<file path="config.mk">
export PLATFORM = sky130hd
export DESIGN_NAME = uart_trim_tx
export DESIGN_NICKNAME = d
export VERILOG_FILES = /design/src/rtl/uart_trim_pkg.sv /design/src/rtl/uart_trim_framer.sv /design/src/rtl/uart_trim_prescaler.sv /design/src/rtl/uart_trim_sequencer.sv /design/src/rtl/uart_trim_tx.sv
export SDC_FILE = /design/constraint.sdc
export NUM_CORES = 1
export LEC_CHECK = 0
export BUFFER_PORTS_ARGS = -buffer_cell sky130_fd_sc_hd__buf_2
export CELL_PAD_IN_SITES_DETAIL_PLACEMENT = 2
export CELL_PAD_IN_SITES_GLOBAL_PLACEMENT = 2
export CORE_MARGIN = 2
export CORE_UTILIZATION = 35
export CTS_BUF_LIST = sky130_fd_sc_hd__clkbuf_8
export CTS_CLUSTER_SIZE = 24
export DETAILED_ROUTE_END_ITERATION = 10
export PLACE_DENSITY = 0.8
export SLEW_MARGIN = 20
export SYNTH_ARGS = -nofsm -noshare
export SYNTH_HDL_FRONTEND = slang
export SYNTH_SLANG_ARGS = --single-unit
</file>
<file path="constraint.sdc">
create_clock -name clk -period 7.2 [get_ports clk]
set_clock_uncertainty 0.05 [all_clocks]
set_input_delay 0 -clock clk [delete_from_list [all_inputs] [get_ports clk]]
set_output_delay 0 -clock clk [all_outputs]
set_load 0.02 [all_outputs]
</file>
<file path="src/rtl/uart_trim_pkg.sv">
// Package: shared constants, types and frame-building helpers for the
// trimmed serial transmitter. Assumes at most 12 frame positions.
package uart_trim_pkg;

    localparam int FRAME_MAX  = 12;
    localparam int OVERSAMPLE = 16;
    localparam int TRIM_W     = 2 * FRAME_MAX;
    localparam int POS_W      = $clog2(FRAME_MAX + 1);
    localparam int SUB_W      = $clog2(OVERSAMPLE + 2);

    typedef enum logic [1:0] {
        TRIM_KEEP  = 2'd0,
        TRIM_LONG  = 2'd1,
        TRIM_NOP   = 2'd2,
        TRIM_SHORT = 2'd3
    } trim_code_t;

    typedef struct packed {
        logic [FRAME_MAX-1:0] bits;
        logic [POS_W-1:0]     len;
    } frame_t;

    // Assemble the frame bit vector (position 0 first) and its length.
    function automatic frame_t build_frame(input logic [7:0] d,
                                           input logic [1:0] len_code,
                                           input logic       stop2,
                                           input logic [2:0] par);
        frame_t     f;
        int         nd;
        int         idx;
        logic [7:0] mask;
        logic       p;
        f.bits    = '1;
        f.bits[0] = 1'b0;
        nd        = 5 + int'(len_code);
        mask      = 8'hFF >> (2'd3 - len_code);
        for (int i = 0; i < 8; i++) begin
            if (i < nd) f.bits[1 + i] = d[i];
        end
        idx = 1 + nd;
        if (par[2]) begin
            case (par[1:0])
                2'd0:    p = ~(^(d & mask));
                2'd1:    p = ^(d & mask);
                2'd2:    p = 1'b1;
                default: p = 1'b0;
            endcase
            f.bits[idx] = p;
            idx = idx + 1;
        end
        idx   = idx + (stop2 ? 2 : 1);
        f.len = POS_W'(idx);
        return f;
    endfunction

    // Number of prescaler ticks one bit slot lasts for a trim code.
    function automatic logic [SUB_W-1:0] slot_ticks(input logic [1:0] code);
        case (code)
            TRIM_LONG:  return SUB_W'(OVERSAMPLE + 1);
            TRIM_SHORT: return SUB_W'(OVERSAMPLE - 1);
            default:    return SUB_W'(OVERSAMPLE);
        endcase
    endfunction

endpackage

</file>
<file path="src/rtl/uart_trim_framer.sv">
// Framer: captures the byte and every setting at acceptance and holds the
// assembled frame, trim word and divisor stable for the whole frame.
// Assumes load is pulsed only while no frame is in progress.
module uart_trim_framer
    import uart_trim_pkg::*;
#(
    parameter int DIV_W = 16
) (
    input  logic                 clk,
    input  logic                 rst_n,
    input  logic                 load,
    input  logic [7:0]           in_data,
    input  logic [1:0]           cfg_len,
    input  logic                 cfg_stop,
    input  logic [2:0]           cfg_par,
    input  logic [DIV_W-1:0]     divisor,
    input  logic [TRIM_W-1:0]    trim,
    output logic [FRAME_MAX-1:1] frame_bits,
    output logic [POS_W-1:0]     frame_len,
    output logic [TRIM_W-1:0]    trim_q,
    output logic [DIV_W-1:0]     div_q
);

    frame_t next_frame;

    // Combinational frame assembly from the live inputs.
    always_comb next_frame = build_frame(in_data, cfg_len, cfg_stop, cfg_par);

    // Capture registers, written only on an accepted byte.
    always_ff @(posedge clk) begin
        if (!rst_n) begin
            frame_bits <= '1;
            frame_len  <= POS_W'(FRAME_MAX);
            trim_q     <= '0;
            div_q      <= '0;
        end else if (load) begin
            frame_bits <= next_frame.bits[FRAME_MAX-1:1];
            frame_len  <= next_frame.len;
            trim_q     <= trim;
            div_q      <= divisor;
        end
    end

    a_r3_len_range: assert property (@(posedge clk) disable iff (!rst_n)
        load |=> (frame_len >= POS_W'(7)) && (frame_len <= POS_W'(FRAME_MAX)));

endmodule

</file>
<file path="src/rtl/uart_trim_prescaler.sv">
// Prescaler: while run is high, emits one tick every limit+1 cycles; held
// at zero while run is low so the first tick of a frame is a full period.
module uart_trim_prescaler #(
    parameter int DIV_W = 16
) (
    input  logic             clk,
    input  logic             rst_n,
    input  logic             run,
    input  logic [DIV_W-1:0] limit,
    output logic             tick
);

    logic [DIV_W-1:0] cnt;

    assign tick = run && (cnt == limit);

    // Period counter, cleared when idle or on wrap.
    always_ff @(posedge clk) begin
        if (!rst_n)              cnt <= '0;
        else if (!run || tick)   cnt <= '0;
        else                     cnt <= cnt + 1'b1;
    end

    a_r6_cnt_in_range: assert property (@(posedge clk) disable iff (!rst_n)
        run |-> (cnt <= limit));

    a_r6_idle_zero: assert property (@(posedge clk) disable iff (!rst_n)
        !run |=> (cnt == '0));

endmodule

</file>
<file path="src/rtl/uart_trim_sequencer.sv">
// Sequencer: owns the frame state, walks the bit positions, applies the
// per-position trim to the slot length, and drives the registered line,
// including break. Assumes frame inputs are stable while busy.
module uart_trim_sequencer
    import uart_trim_pkg::*;
(
    input  logic                 clk,
    input  logic                 rst_n,
    input  logic                 in_valid,
    input  logic                 brk_req,
    input  logic                 tick,
    input  logic [FRAME_MAX-1:1] frame_bits,
    input  logic [POS_W-1:0]     frame_len,
    input  logic [TRIM_W-1:0]    trim_q,
    output logic                 in_ready,
    output logic                 load,
    output logic                 busy,
    output logic                 txd
);

    logic [POS_W-1:0] pos;
    logic [SUB_W-1:0] sub;
    logic [1:0]       cur_code;
    logic [SUB_W-1:0] ticks_n;
    logic             slot_end;
    logic             last_pos;

    assign in_ready = !busy && !brk_req;
    assign load     = in_valid && in_ready;

    // Trim code and slot length for the position on the line.
    always_comb begin
        cur_code = trim_q[{pos, 1'b0} +: 2];
        ticks_n  = slot_ticks(cur_code);
        slot_end = tick && (sub == ticks_n - SUB_W'(1));
        last_pos = (pos == frame_len - POS_W'(1));
    end

    // Frame state machine and line register.
    always_ff @(posedge clk) begin
        if (!rst_n) begin
            busy <= 1'b0;
            pos  <= '0;
            sub  <= '0;
            txd  <= 1'b1;
        end else if (!busy) begin
            pos <= '0;
            sub <= '0;
            if (load) begin
                busy <= 1'b1;
                txd  <= 1'b0;
            end else begin
                txd  <= !brk_req;
            end
        end else if (slot_end) begin
            sub <= '0;
            if (last_pos) begin
                busy <= 1'b0;
                pos  <= '0;
                txd  <= !brk_req;
            end else begin
                pos  <= pos + POS_W'(1);
                txd  <= frame_bits[pos + POS_W'(1)];
            end
        end else if (tick) begin
            sub <= sub + SUB_W'(1);
        end
    end

    a_r2_start_low: assert property (@(posedge clk) disable iff (!rst_n)
        load |=> (!txd && busy && !in_ready));

    a_r1_idle_high: assert property (@(posedge clk) disable iff (!rst_n)
        (!busy && !load && !brk_req) |=> txd);

    a_r9_break_low: assert property (@(posedge clk) disable iff (!rst_n)
        (!busy && brk_req) |=> !txd);

    a_r6_slot_hold: assert property (@(posedge clk) disable iff (!rst_n)
        (busy && !slot_end) |=> $stable(txd));

    a_r7_sub_range: assert property (@(posedge clk) disable iff (!rst_n)
        busy |-> (sub < ticks_n));

    a_r3_pos_range: assert property (@(posedge clk) disable iff (!rst_n)
        busy |-> (pos < frame_len));

endmodule

</file>
<file path="src/rtl/uart_trim_tx.sv">
// Top: serial character transmitter with per-bit timing trim. Wires the
// framer (capture), prescaler (sub-bit ticks) and sequencer (line control).
// Assumes the trim word covers 12 positions at two bits each.
module uart_trim_tx #(
    parameter int DIV_W = 16
) (
    input  logic             clk,
    input  logic             rst_n,
    input  logic             in_valid,
    output logic             in_ready,
    input  logic [7:0]       in_data,
    input  logic [1:0]       cfg_len,
    input  logic             cfg_stop,
    input  logic [2:0]       cfg_par,
    input  logic [DIV_W-1:0] divisor,
    input  logic [23:0]      trim,
    input  logic             brk_req,
    output logic             txd,
    output logic             tx_empty
);
    import uart_trim_pkg::*;

    logic                 load;
    logic                 busy;
    logic                 tick;
    logic [FRAME_MAX-1:1] frame_bits;
    logic [POS_W-1:0]     frame_len;
    logic [TRIM_W-1:0]    trim_q;
    logic [DIV_W-1:0]     div_q;

    assign tx_empty = !busy;

    uart_trim_framer #(.DIV_W(DIV_W)) u_framer (
        .clk        (clk),
        .rst_n      (rst_n),
        .load       (load),
        .in_data    (in_data),
        .cfg_len    (cfg_len),
        .cfg_stop   (cfg_stop),
        .cfg_par    (cfg_par),
        .divisor    (divisor),
        .trim       (trim),
        .frame_bits (frame_bits),
        .frame_len  (frame_len),
        .trim_q     (trim_q),
        .div_q      (div_q)
    );

    uart_trim_prescaler #(.DIV_W(DIV_W)) u_prescaler (
        .clk   (clk),
        .rst_n (rst_n),
        .run   (busy),
        .limit (div_q),
        .tick  (tick)
    );

    uart_trim_sequencer u_sequencer (
        .clk        (clk),
        .rst_n      (rst_n),
        .in_valid   (in_valid),
        .brk_req    (brk_req),
        .tick       (tick),
        .frame_bits (frame_bits),
        .frame_len  (frame_len),
        .trim_q     (trim_q),
        .in_ready   (in_ready),
        .load       (load),
        .busy       (busy),
        .txd        (txd)
    );

    a_r10_empty_ready: assert property (@(posedge clk) disable iff (!rst_n)
        in_ready |-> tx_empty);

endmodule

</file>
# == Yosys cells after proc, flatten, opt, wreduce, memory -nomap -nowiden ==
# Index checks and enable logic that the tools add are counted.
# word_totals
ff_bits,82
elab_cells,85
inputBits,58
out_inout_bits,3
# classes
mux,28
n_eq_ne,8
shift,2
n_reduce_logical,13
order_cmp,11
n_addsub,10
n_bitwise,4
# op_table
cell,count
$lt A4 B32 Y1 const A,4
$lt A3 B32 Y1 const A,2
$lt A1 B32 Y1 const A,1
$lt A2 B32 Y1 const A,1
$shiftx A24 B6 Y2,1
$mux W1,19
$add A16 B1 Y16 const B,1
$eq A16 B16 Y1,1
$bwmux W12,1
$mux W12,1
$pmux W5 S2,1
$and A8 B8 Y8,1
$mux W4,2
$reduce_xor A8 Y1,1
$shr A8 B2 Y8 const A,1
$add A1 B4 Y5 const A,1
$add A5 B1 Y5 const B,1
$eq A5 B5 Y1,1
$ge A5 B1 Y1 const B,1
$logic_and A1 B1 Y1,5
$lt A4 B5 Y1 const B,1
$lt A5 B5 Y1 const B,1
$sub A5 B1 Y5 const B,1
$add A3 B2 Y4 const A,1
20 further kinds,25

# == Longest topological paths before layout ==
# Gate-level depths: netlist of run 1.
# logic_depth
word_depth,9
depth_mapped,10
mapped_depth_nobuf,10

# == Cells and area by module ==
# A second synthesis of run 1 with hierarchy kept.
# hier_totals
hier_cells,490
hier_area_um2,4595.7
# by_module_without_submodules
module,cells_per_inst,area_each_um2,seq_area_each_um2,instances
uart_trim_framer,270,2637.5,1101.1,1
uart_trim_sequencer,118,1049.8,220.2,1
uart_trim_prescaler,101,904.6,320.3,1
uart_trim_tx,1,3.8,0.0,1

# == Least setup slack after synthesis of run 1 ==
# Ideal clock, no wire load.
# synth_path
path_kind,register -> register
start,reg u_sequencer.pos[0]
end,reg u_sequencer.txd
t_required_ps,7014
path_slack_ps,4895
period_less_slack_ps,2305
stages_incl_launch_ff,10
t_arrival_ps,2119
path_buffers,2
cell_sequence,dfxtp_1 -> buf_6 -> mux4_2 -> nand2b_4 -> a32o_1 -> and3_1 -> o22ai_1 -> buf_6 -> nor4b_1 -> a31oi_1
# synth_between
elab_chain_cells,7
elab_cells_between_ends,15
cone_classes,add/sub: 2; eq/ne: 5; shift: 1; mux: 6; reduce/logical: 1
# synth_rtl
element,line_no,rtl
from (decl),uart_trim_sequencer.sv:21,logic [POS_W-1:0] pos;
from (signal assigned),uart_trim_sequencer.sv:62,pos <= pos + POS_W'(1);
$shiftx A24 B6 Y2,uart_trim_sequencer.sv:33,"cur_code = trim_q[{pos, 1'b0} +: 2];"
$eq A2 B2 Y1 / $eq A2 B1 Y1 (equally long branches),uart_trim_pkg.sv:58,case (code)
$pmux W5 S2,uart_trim_pkg.sv:58,
$sub A5 B1 Y5,uart_trim_sequencer.sv:35,slot_end = tick && (sub == ticks_n - SUB_W'(1));
$eq A5 B5 Y1,uart_trim_sequencer.sv:35,
$logic_and A1 B1 Y1,uart_trim_sequencer.sv:35,
$ne A2 B2 Y1 (no source line),--,
to (signal assigned),uart_trim_sequencer.sv:53,txd <= !brk_req;
to (signal assigned),uart_trim_sequencer.sv:60,txd <= !brk_req;
to (signal assigned),uart_trim_sequencer.sv:63,txd <= frame_bits[pos + POS_W'(1)];
to (decl),uart_trim_sequencer.sv:18,output logic txd
# Several ways; a longest one is shown, not always the timed one. The select of a mux whose other input is x is not followed.
# A chain may end at the register's enable or synchronous reset.

# == Worst setup path after layout of run 1 ==
# layout_path
start,reg u_sequencer.pos[0]
end,reg u_sequencer.sub[2]
# layout_between
elab_chain_cells,7
elab_cells_between_ends,8
cone_classes,add/sub: 1; eq/ne: 3; shift: 1; mux: 1; reduce/logical: 2
# layout_rtl
element,line_no,rtl
$shiftx A24 B6 Y2 (*),uart_trim_sequencer.sv:33,
$eq A2 B2 Y1 / $eq A2 B1 Y1 (equally long branches),uart_trim_pkg.sv:58,
$pmux W5 S2 (*),uart_trim_pkg.sv:58,
$sub A5 B1 Y5 (*),uart_trim_sequencer.sv:35,
$eq A5 B5 Y1 (*),uart_trim_sequencer.sv:35,
$logic_and A1 B1 Y1 (*),uart_trim_sequencer.sv:35,
$reduce_or A3 Y1 (no source line) (*),--,
to (signal assigned),uart_trim_sequencer.sv:66,sub <= sub + SUB_W'(1);
to (decl),uart_trim_sequencer.sv:22,logic [SUB_W-1:0] sub;
# Every way passes the cells marked *; elsewhere a longest branch is shown, timed or not.

==> flow_summary_export.csv, run 1 <==
group,metric,value,unit
status,status,"completed",
floorplanning,num_rows,39,
detailed_routing,viasPerCell,5.230,
global_route,grt_pass1_vias,4293,
global_route,grt_usage,0.2140,
sta,slew_headroom,0.3820,
sta,hold_slack,0.01835,ns
worst_setup_path,cp-startpoint,"u_sequencer.pos[0]$_SDFFE_PN0P_",
sta,fmax,287.3,MHz
global_route,grt_start_max_net_pins,59,
worst_setup_path,cp_max_fo,17,
sta,rsz0062_at_grt,"no",
hold_path,hp-class,"input pin to register",
layout,syn2layout_area_growth,25.55,%
clock_tree,cts_buffer_depth,2,
layout,drive_above_1_share,0.1529,
sta,drv_slew,0,
clock_tree,postCtsResizedCells,0,
detailed_routing,drt_iter0_drc,134,
sta,period_minus_slack,3.481,ns
logic_synthesis,syn_inst,486,
place,hpwl,8.420,mm
clock_tree,cts_hold_buf,48,
detailed_routing,dr.pass1.iters,4,
logic_synthesis,synth_nets,560,
global_route,gr-total-overflow,0,
sta,tightestPinTransition,0.9256,ns
floorplanning,dieArea,0.01268,sq mm
detailed_routing,num_vias,3792,
worst_setup_path,cp-start-kind,"register",
floorplanning,core,0.01147,sq mm
clock_tree,htreeDepth,3,
clock_tree,clk_latency,0.37,ns
clock_tree,path_clk_slew,0.09,ns
global_route,grt_pass1_wl,21.64,mm
place,gp_congestion,0.7673,
clock_tree,numCtsBuffers,9,
worst_setup_path,crit_path_end_kind,"register",
place,numPortBuffers,60,
worst_setup_path,worstPathArrival,3.73,ns
power,power_density,194.2,mW/mm^2
logic_synthesis,synth.distinct_cells,52,
floorplanning,io_pins,61,
layout,diodes,0,
sta,hold_violations,0,
layout,fillCellCount,1276,
detailed_routing,antenna_left,0,
power,ir_worst_vdd,0.1186,mV
sta,tns,0,ns
floorplanning,start_util,0.3600,
logic_synthesis,synthArstFlopShare,0,
logic_synthesis,synth_ff_type,"dfxtp_1",
place,dp_slack,3.773,ns
worst_setup_path,worstSetupEndpoint,"u_sequencer.sub[2]$_SDFFE_PP0P_",
floorplanning,die_h,112.6,um
detailed_routing,wl,12.92,mm
logic_synthesis,synth_edf_count,0,
worst_setup_path,reg2reg_depth,7,
detailed_routing,wl_per_cell,17.82,um
logic_synthesis,ys_ff_latch,82,
power,p_leak,1.943,nW
worst_setup_path,crit_type,"register to register",
logic_synthesis,yosysWarningCount,0,
logic_synthesis,syn_area_per_cell,8.493,sq um
detailed_routing,drc,0,
global_route,grt_antenna_before_repair,0,
worst_setup_path,timing.rr.start,"u_sequencer.pos[0]$_SDFFE_PN0P_",
logic_synthesis,synth_seq_area_share,0.3977,
sta,min_period_over_period,0.4835,
clock_tree,post_cts_buffers,0,
clock_tree,tritoncts,"done",
run,max_cap_violations,0,
sta,setup_slack,3.719,ns
floorplanning,chipWidth,112.6,um
clock_tree,root_buffer,"clkbuf_8",
logic_synthesis,synth_area,0.004128,sq mm
clock_tree,clock-sinks,82,
worst_setup_path,r2r_setup_slack,3.72,ns
worst_setup_path,reg2reg_to,"u_sequencer.sub[2]$_SDFFE_PP0P_",
sta,setup_violations,0,
layout,fin_nets,651,
worst_setup_path,required,7.45,ns
-- kinds of logic (layout without fill, tap and decap cells) --
| group | Yosys count | after routing | share of synthesized area |
|---|---|---|---|
| simple gates | 200 | 200 | 0.2176 |
| buf+inv | 41 | 137 | 0.04335 |
| fa+ha+maj | 16 | 16 | 0.05032 |
| xor+xnor | 53 | 53 | 0.1158 |
| flops | 82 | 82 | 0.3977 |
| compound gates | 80 | 80 | 0.1231 |
| mux | 14 | 14 | 0.05214 |
-- report_power, final --
| group | total [W] | leakage (nW) | internal (W) | switching, W |
|---|---|---|---|---|
| Combinational | 0.000146 | 1.16 | 0.0000692 | 0.0000770 |
| Clock | 0.000376 | 0.113 | 0.000202 | 0.000174 |
| Sequential | 0.000484 | 0.668 | 0.000470 | 0.0000140 |
| Total | 0.00101 | 1.94 | 0.000742 | 0.000265 |
-- worst max-delay path: stages, from the launching register on --
cell and delay (ns):
dfxtp_1 0.93, mux4_2 0.61, nand2b_1 0.19, a211oi_1 0.30, nor4b_2 0.09, o22ai_1 0.68
nand3_1 0.34, nor2_1 0.21
-- worst min-delay path by stage --
| stage | startpoint | to | slack, ns | depth (start not counted) |
|---|---|---|---|---|
| floorplan | rst_n | u_framer.frame_bits[10]$_SDFFE_PN1P_ | 0.02 | 1 |
| global placement | trim[7] | u_framer.trim_q[7]$_SDFFE_PN0P_ | 0.19 | 3 |
| detailed placement | trim[1] | u_framer.trim_q[1]$_SDFFE_PN0P_ | 0.20 | 3 |
| CTS | in_data[3] | u_framer.frame_bits[4]$_SDFFE_PN1P_ | 0.01 | 4 |
| global route | brk_req | u_sequencer.txd$_SDFFE_PN1P_ | 0.04 | 4 |
| finish | in_data[3] | u_framer.frame_bits[4]$_SDFFE_PN1P_ | 0.02 | 4 |
-- area by class of cell --
cell class | instances | area [sq um] | share of cell area
flip-flops and latches | 82 | 1642 | 0.3168
clock inverters | 6 | 81.33 | 0.01569
clock buffers | 10 | 137.6 | 0.02656
well taps | 143 | 178.9 | 0.03452
repair buffers | 109 | 788.3 | 0.1521
multi-input cells | 363 | 2310 | 0.4457
inverters | 12 | 45.04 | 0.008691
-- Yosys cell counts, types with 2 or more instances --
cell       number  area (sq um)
a211o_1         3         26.28
dfxtp_1        82          1642
xor2_1         17         148.9
nor2_1         31         116.4
a31oi_1         4         25.02
and2_1          2         12.51
o2111ai_1       3         26.28
nor2b_1         3         18.77
nand4_1         9         56.30
o31a_1          2         17.52
ha_1           15         187.7
a21oi_1        48         240.2
inv_1          11         41.29
mux2i_1         8         80.08
o21ai_0         3         15.01
or3_1           2         12.51
nand2b_1        4         25.02
clkbuf_1       24         90.09
nand2_1       114         427.9
buf_6           3         33.78
buf_2           2         10.01
nand3_1        14         70.07
xnor2_1        35         306.5
and3_1          8         50.05
mux4_2          6         135.1
a211oi_1        3         22.52
nor3_1          4         20.02
a311oi_1        2         17.52
-- per-layer routing --
metal	vias to the layer above	global-route usage	share of wire
met5	-	0	0
li1	1830	-	-
met3	19	0.03564	0.029
met1	1870	0.2601	0.44
met2	73	0.3824	0.51
met4	0	0.07236	0.018
-- cell usage in the layout, fill, tap and decap left out, types with 2 or more instances in the layout --
master	n
nand3_1	14
bufinv_16	2
or3_1	2
buf_2	60
xnor2_1	35
nor2b_1	3
nand2b_1	4
and3_1	8
ha_1	15
a211o_1	3
o21ai_0	3
mux2i_1	8
o31a_1	2
dfxtp_1	82
nor2_1	31
nand4_1	9
clkbuf_8	10
a311oi_1	2
clkinv_2	2
nor3_1	4
o2111ai_1	3
inv_1	12
dlygate4sd3_1	48
a21oi_1	48
a31oi_1	4
nand2_1	114
a211oi_1	3
mux4_2	6
xor2_1	17
-- stage by stage --
stage	cell area (sq um)	power (W)	instances	utilization
CTS	5181	0.001013	725	0.4518
detailed placement	4482	0.0006193	661	0.3908
floorplan	4128	0.0005710	486	-
global route	5182	0.001058	725	0.4519
finish	5182	0.001006	725	0.4519
global placement	4482	0.0006108	661	0.3908
-- flip-flops by register name, summed over array words and instances, names as in the netlist --
name and flops:
u_sequencer.txd 1, u_framer.frame_len 4, u_framer.div_q 16, u_sequencer.sub 5, u_prescaler.cnt 16, u_sequencer.busy 1, u_sequencer.pos 4, u_framer.trim_q 24
u_framer.frame_bits 11
No activity file was read; power rests on OpenSTA's default activity.
==> run 2, diff against run 1 <==
==> constraint.sdc (replaced) <==
create_clock -name clk -period 3.3 [get_ports clk]
set_clock_uncertainty 0.05 [all_clocks]
set_input_delay 0 -clock clk [delete_from_list [all_inputs] [get_ports clk]]
set_output_delay 0 -clock clk [all_outputs]
set_load 0.02 [all_outputs]
==> run 2 against run 1 <==
Compared with the run above: sequential share of layout area is 0.16 points lower; critical path type unchanged; design area grew 0.51%; first-iteration DRC count is 14% higher; final cell count grew 0.41%; die area unchanged; register-to-register slack lost 3.2 ns.
==> flow_summary_export.csv, run 2 (synthesis results as in run 1) <==
group,metric,value,unit
status,status,"completed",
layout,fin_nets,654,
place,gp_congestion,0.7543,
place,hpwl,8.386,mm
hold_path,hold_depth,4,
detailed_routing,viasPerCell,5.128,
worst_setup_path,crit_type,"register to register",
detailed_routing,drt_iter0_drc,153,
floorplanning,dieArea,0.01268,sq mm
floorplanning,die_h,112.6,um
clock_tree,root_buffer,"clkbuf_8",
detailed_routing,wl_met3,327,um
layout,largest_reg_flops,24,
worst_setup_path,cp_max_fo,13,
global_route,gr-total-overflow,0,
clock_tree,clock-sinks,82,
layout,fin_cells,728,
detailed_routing,wl_per_cell,17.19,um
sta,tns,0,ns
floorplanning,chipWidth,112.6,um
sta,rsz0062_at_grt,"no",
power,ir_worst_vdd,0.2097,mV
layout,fillCellCount,1265,
floorplanning,num_rows,39,
sta,hold_violations,0,
worst_setup_path,crit_path_end_kind,"register",
detailed_routing,met1Wirelength,5.529,mm
detailed_routing,routed.top_layer,"met4",
sta,min_period_over_period,0.8438,
sta,slew_headroom,0.4257,
layout,top_regs,"u_framer.trim_q (24), u_framer.div_q (16), u_prescaler.cnt (16)",
sta,fmax,359.1,MHz
worst_setup_path,reg2reg_depth,8,
power,power_density,419.0,mW/mm^2
clock_tree,numCtsBuffers,9,
layout,final_util,0.4542,
sta,period_minus_slack,2.784,ns
global_route,grt_pass1_wl,21.22,mm
sta,setup_violations,0,
clock_tree,tritoncts,"done",
worst_setup_path,required,3.48,ns
hold_path,hp-class,"input pin to register",
worst_setup_path,cp_slowest_cell,"dfxtp_1",
clock_tree,cts_buffer_depth,2,
global_route,grt_start_max_net_pins,55,
floorplanning,start_util,0.3600,
detailed_routing,drc,0,
detailed_routing,wl,12.52,mm
place,dp.cells,664,
layout,top_register,"u_framer.trim_q",
worst_setup_path,cp-start-kind,"register",
clock_tree,clk_latency,0.36,ns
global_route,grt_pass1_vias,4279,
floorplanning,io_pins,61,
detailed_routing,routed-wl-met2,6.469,mm
detailed_routing,num_vias,3733,
clock_tree,htreeDepth,3,
global_route,grt_antenna_before_repair,0,
layout,drive_above_1_share,0.1607,
layout,diodes,0,
detailed_routing,antenna_left,0,
clock_tree,path_clk_slew,0.08,ns
global_route,grt_usage,0.2093,
detailed_routing,dr.pass1.iters,4,
sta,drv_slew,0,
worst_setup_path,slowest_delay,0.50,ns
worst_setup_path,worstPathArrival,2.96,ns
worst_setup_path,crit_chain,"buf_4 > mux2i_1 > a221oi_1 > a32oi_2 > and4_1 > o22ai_2 > nor4b_1 > a31oi_1",
run,max_cap_violations,0,
sta,tightestPinTransition,0.8602,ns
layout,syn2layout_area_growth,26.19,%
power,p_leak,1.976,nW
layout,mostFrequentLayoutCell,"nand2_1",
clock_tree,post_cts_buffers,0,
layout,final_cell_mix,"nand2_1, dfxtp_1, buf_2",
place,numPortBuffers,60,
floorplanning,core,0.01147,sq mm
[run 2: cell count changes in the layout (fill, tap and decap cells not counted)]
cell	previous run	this run
and2_2	0	1
and2_4	1	0
buf_4	1	4
clkinv_2	2	4
clkinvlp_4	1	0
inv_1	12	11
o22ai_1	1	0
o22ai_2	0	1
[run 2: area by class of cell]
class / instances / area [sq um] / share of cell area
clock buffers: 10 / 137.6 / 0.02642
clock inverters: 6 / 80.08 / 0.01537
inverters: 12 / 45.04 / 0.008648
multi-input cells: 363 / 2315 / 0.4444
flip-flops and latches: 82 / 1642 / 0.3152
well taps: 143 / 178.9 / 0.03435
repair buffers: 112 / 810.8 / 0.1557
[run 2: metrics by stage]
stage | setup slack (ns) | cell area (sq um) | hold WS [ns] | power (W)
after floorplan | 0.9950 | 4128 | 0.02309 | 0.001246
after global placement | 0.5409 | 4504 | 0.1932 | 0.001338
after detailed placement | 0.2460 | 4504 | 0.2015 | 0.001356
after CTS | 0.2165 | 5202 | 0.01080 | 0.002213
after global routing | 0.2091 | 5209 | 0.05938 | 0.002302
final | 0.5156 | 5209 | 0.02822 | 0.002182
[run 2: worst max-delay path, delay by kind of cell (launching register included)]
family / cells / cell delay, ns
mux: 1 / 0.11
compound gates: 4 / 1.04
buf+inv: 1 / 0.30
flops: 1 / 0.50
simple gates: 2 / 0.64
[run 2: final timing paths]
path                            slack [ns]                                   to                             from
worst min-delay path                  0.03  u_framer.frame_bits[5]$_SDFFE_PN1P_                       in_data[4]
worst max-delay path                  0.52         u_sequencer.txd$_SDFFE_PN1P_  u_sequencer.pos[0]$_SDFFE_PN0P_
worst max register to register        0.52         u_sequencer.txd$_SDFFE_PN1P_  u_sequencer.pos[0]$_SDFFE_PN0P_
worst min register to register        0.41      u_framer.trim_q[0]$_SDFFE_PN0P_  u_framer.trim_q[0]$_SDFFE_PN0P_
[run 2: power by group]
| group | internal (W) | total [W] | leakage [nW] | switching (W) |
|---|---|---|---|---|
| sequential | 0.00103 | 0.00106 | 0.668 | 0.0000303 |
| combinational | 0.000154 | 0.000322 | 1.19 | 0.000168 |
| clock | 0.000441 | 0.000804 | 0.116 | 0.000363 |
| total | 0.00162 | 0.00218 | 1.98 | 0.000561 |
[run 2: what timing repair did]
item                                    in CTS  in global routing
hold buffers                                48                  0
endpoints found under the hold margin       50                  0
endpoints found under the setup margin       0                  6
resized for setup                            0                  1
[run 2: per-layer routing]
metal	up-vias	global-route usage
li1	1835	-
met3	18	0.03996
met4	0	0.06098
met5	-	0
met1	1826	0.2513
met2	54	0.3788
==> run 3, diff against run 2 <==
--- a/config.mk
+++ b/config.mk
@@ -5,15 +5,16 @@
 export SDC_FILE = /design/constraint.sdc
 export NUM_CORES = 1
 export LEC_CHECK = 0
+export ABC_AREA = 1
 export BUFFER_PORTS_ARGS = -buffer_cell sky130_fd_sc_hd__buf_2
 export CELL_PAD_IN_SITES_DETAIL_PLACEMENT = 2
 export CELL_PAD_IN_SITES_GLOBAL_PLACEMENT = 2
 export CORE_MARGIN = 2
-export CORE_UTILIZATION = 35
+export CORE_UTILIZATION = 30
 export CTS_BUF_LIST = sky130_fd_sc_hd__clkbuf_8
 export CTS_CLUSTER_SIZE = 24
 export DETAILED_ROUTE_END_ITERATION = 10
-export PLACE_DENSITY = 0.8
+export PLACE_DENSITY = 0.78
 export SLEW_MARGIN = 20
 export SYNTH_ARGS = -nofsm -noshare
 export SYNTH_HDL_FRONTEND = slang
==> constraint.sdc (replaced) <==
create_clock -name clk -period 2.4 [get_ports clk]
set_clock_uncertainty 0.05 [all_clocks]
set_input_delay 0 -clock clk [delete_from_list [all_inputs] [get_ports clk]]
set_output_delay 0 -clock clk [all_outputs]
set_load 0.02 [all_outputs]
==> run 3 against run 2 <==
Compared with the run above: setup slack got worse by 0.33 ns; register-to-register slack got worse by 0.30 ns; flip-flop and latch count did not move; via count is 22% higher; die area is 24% higher; design area rose by 8.2%; final cell count up 30%; synthesized cell count grew 33%; global-route usage decreased by 2.3 points; non-clock buffer count up 8; combinational power grew 93%; sequential share of layout area fell by 2.4 points; critical path type is now input pin to register; critical endpoint is now u_framer.frame_bits[6]$_SDFFE_PN1P_; highest routed layer unchanged.
==> flow_summary_export.csv, run 3 <==
group,metric,value,unit
logic_synthesis,synth_seq_area_share,0.3727,
global_route,grt_start_max_net_pins,64,
sta,min_period_over_period,0.9245,
logic_synthesis,synth_ff_type,"dfxtp_1",
logic_synthesis,synth-simple-area-share,0.2832,
power,intPower,0.002288,W
global_route,gr-total-overflow,0,
logic_synthesis,synth.most_common_cell,"nand2_1",
sta,slew_headroom,0.5989,
detailed_routing,wl,14.03,mm
clock_tree,cts_buffer_depth,2,
sta,period_minus_slack,2.219,ns
logic_synthesis,yosysTopAreaCellShare,0.3727,
floorplanning,core,0.01442,sq mm
detailed_routing,num_vias,4551,
clock_tree,htreeDepth,3,
logic_synthesis,synth_top_family_by_area,"simple AND/OR/NAND/NOR gates",
floorplanning,io_pins,61,
place,gp_congestion,0.8167,
logic_synthesis,syn_area_per_cell,6.818,sq um
worst_setup_path,cp_max_fo,8,
power,power_density,577.0,mW/mm^2
logic_synthesis,ys_ff_latch,82,
clock_tree,path_clk_slew,0.09,ns
layout,final_cell_mix,"nand2_1, dfxtp_1, nor2_1",
layout,fin_nets,828,
layout,top_register,"u_framer.trim_q",
sta,drv_slew,0,
logic_synthesis,synth.distinct_cells,36,
floorplanning,chipWidth,125.2,um
layout,mostFrequentLayoutCell,"nand2_1",
clock_tree,clk_latency,0.38,ns
sta,tns,0,ns
place,hpwl,9.944,mm
floorplanning,start_util,0.3053,
logic_synthesis,synthMuxAreaShare,0,
power,p_total,0.003252,W
hold_path,hp-class,"input pin to register",
logic_synthesis,yosysTopAreaCell,"dfxtp_1",
sta,fmax,450.7,MHz
layout,largest_reg_flops,24,
logic_synthesis,synth_common_cells,"nand2_1, dfxtp_1, nor2_1, inv_1, o21ai_0",
power,netSwitchingPower,0.0009639,W
clock_tree,tritoncts,"done",
worst_setup_path,cp-start-kind,"input pin",
layout,top_regs,"u_framer.trim_q (24), u_framer.div_q (16), u_prescaler.cnt (16)",
logic_synthesis,yosysWarningCount,0,
logic_synthesis,synth_xor_area_frac,0.05142,
floorplanning,dieArea,0.01567,sq mm
logic_synthesis,synth_nets,720,
run,max_cap_violations,0,
logic_synthesis,syn_inst,646,
clock_tree,numCtsBuffers,9,
clock_tree,clock-sinks,82,
logic_synthesis,synth-adder-area-share,0.04716,
worst_setup_path,crit_path_end_kind,"register",
detailed_routing,drt_iter0_drc,112,
power,p_leak,2.402,nW
clock_tree,cts_hold_buf,53,
detailed_routing,viasPerCell,4.826,
power,ir_worst_vdd,0.2933,mV
layout,final_util,0.3907,
sta,hold_violations,0,
place,numPortBuffers,60,
logic_synthesis,synthArstFlopShare,0,
power,seqPwrFrac,0.460,
layout,drive_above_1_share,0.1555,
global_route,grt_pass1_vias,5114,
detailed_routing,dr.pass1.iters,4,
logic_synthesis,synth_area,0.004404,sq mm
global_route,grt_antenna_before_repair,0,
detailed_routing,antenna_left,0,
logic_synthesis,synth_edf_count,0,
layout,design_area,0.005635,sq mm
layout,diodes,0,
detailed_routing,wl_per_cell,14.87,um
place,postPlaceCellArea,0.004887,sq mm
clock_tree,postCtsResizedCells,0,
global_route,grt_pass1_wl,24.04,mm
clock_tree,root_buffer,"clkbuf_8",
sta,hold_slack,0.04501,ns
sta,rsz0062_at_grt,"no",
floorplanning,die_h,125.2,um
layout,syn2layout_area_growth,27.95,%
power,sw_frac_of_total,0.2964,
detailed_routing,drc,0,
power,p_comb_frac,0.191,
worst_setup_path,worstPathArrival,2.50,ns
logic_synthesis,synth.area.top_cells,"dfxtp_1, nand2_1, nor2_1",
floorplanning,num_rows,44,
clock_tree,post_cts_buffers,0,
sta,setup_violations,0,
worst_setup_path,crit_type,"input pin to register",
global_route,grt_usage,0.1861,
power,p_clk_frac,0.348,
status,status,"completed",
worst_setup_path,required,2.68,ns
logic_synthesis,synth-compound-area-share,0.1489,
sta,tightestPinTransition,0.6016,ns
[run 3: worst paths after layout]
check / to / depth (start not counted) / from / slack [ns]
min reg2reg: u_framer.trim_q[15]$_SDFFE_PN0P_ / 2 / u_framer.trim_q[15]$_SDFFE_PN0P_ / 0.41
max reg2reg: u_framer.frame_bits[5]$_SDFFE_PN1P_ / 7 / u_sequencer.busy$_SDFF_PN0_ / 0.22
min: u_framer.frame_bits[9]$_SDFFE_PN1P_ / 4 / cfg_par[0] / 0.05
max: u_framer.frame_bits[6]$_SDFFE_PN1P_ / 11 / in_data[5] / 0.18
[run 3: kinds of logic after synthesis]
family	after synthesis
xor+xnor	25
simple gates	287
flops	82
buf+inv	109
compound gates	127
fa+ha+maj	16
[run 3: per-layer routing]
layer | global-route usage | up-vias | wire length [um]
li1 | - | 2284 | -
met1 | 0.2205 | 2188 | 6308
met2 | 0.3472 | 65 | 7208
met3 | 0.02396 | 14 | 295
met4 | 0.05882 | 0 | 212
met5 | 0 | - | 0
[run 3: area by class of cell]
cell class	instances	area (sq um)
Fill cell	1728	8788
Multi-Input combinational cell	455	2340
Sequential cell	82	1642
Timing Repair Buffer	120	883.3
Inverter	86	322.8
Tap cell	184	230.2
Clock buffer	9	123.9
Clock inverter	7	93.84
[run 3: critical path, cell delays in order]
cell	delay [ns]
dlygate4sd3_1	0.54
buf_2	0.13
nand2_1	0.07
xor2_1	0.31
xor2_1	0.17
nand2_1	0.09
nand3_2	0.08
xor2_2	0.36
nor2_1	0.08
o21ai_1	0.12
dlygate4sd3_1	0.54
[run 3: power groups by stage]
stage / sequential [W] / clock, W / combinational [W]
2_1_floorplan: 0.00151 / 0 / 0.000376
3_3_place_gp: 0.00153 / 0 / 0.000526
3_5_place_dp: 0.00153 / 0 / 0.000557
4_1_cts: 0.00150 / 0.00118 / 0.000629
5_1_grt: 0.00151 / 0.00124 / 0.000713
6_report: 0.00150 / 0.00113 / 0.000622
[run 3: metrics by stage]
stage	cells	setup slack, ns
floorplan	646	0.6799
detailed placement	874	0.3165
global route	943	0.02454
finish	943	0.1812
global placement	874	0.4366
CTS	943	0.2068
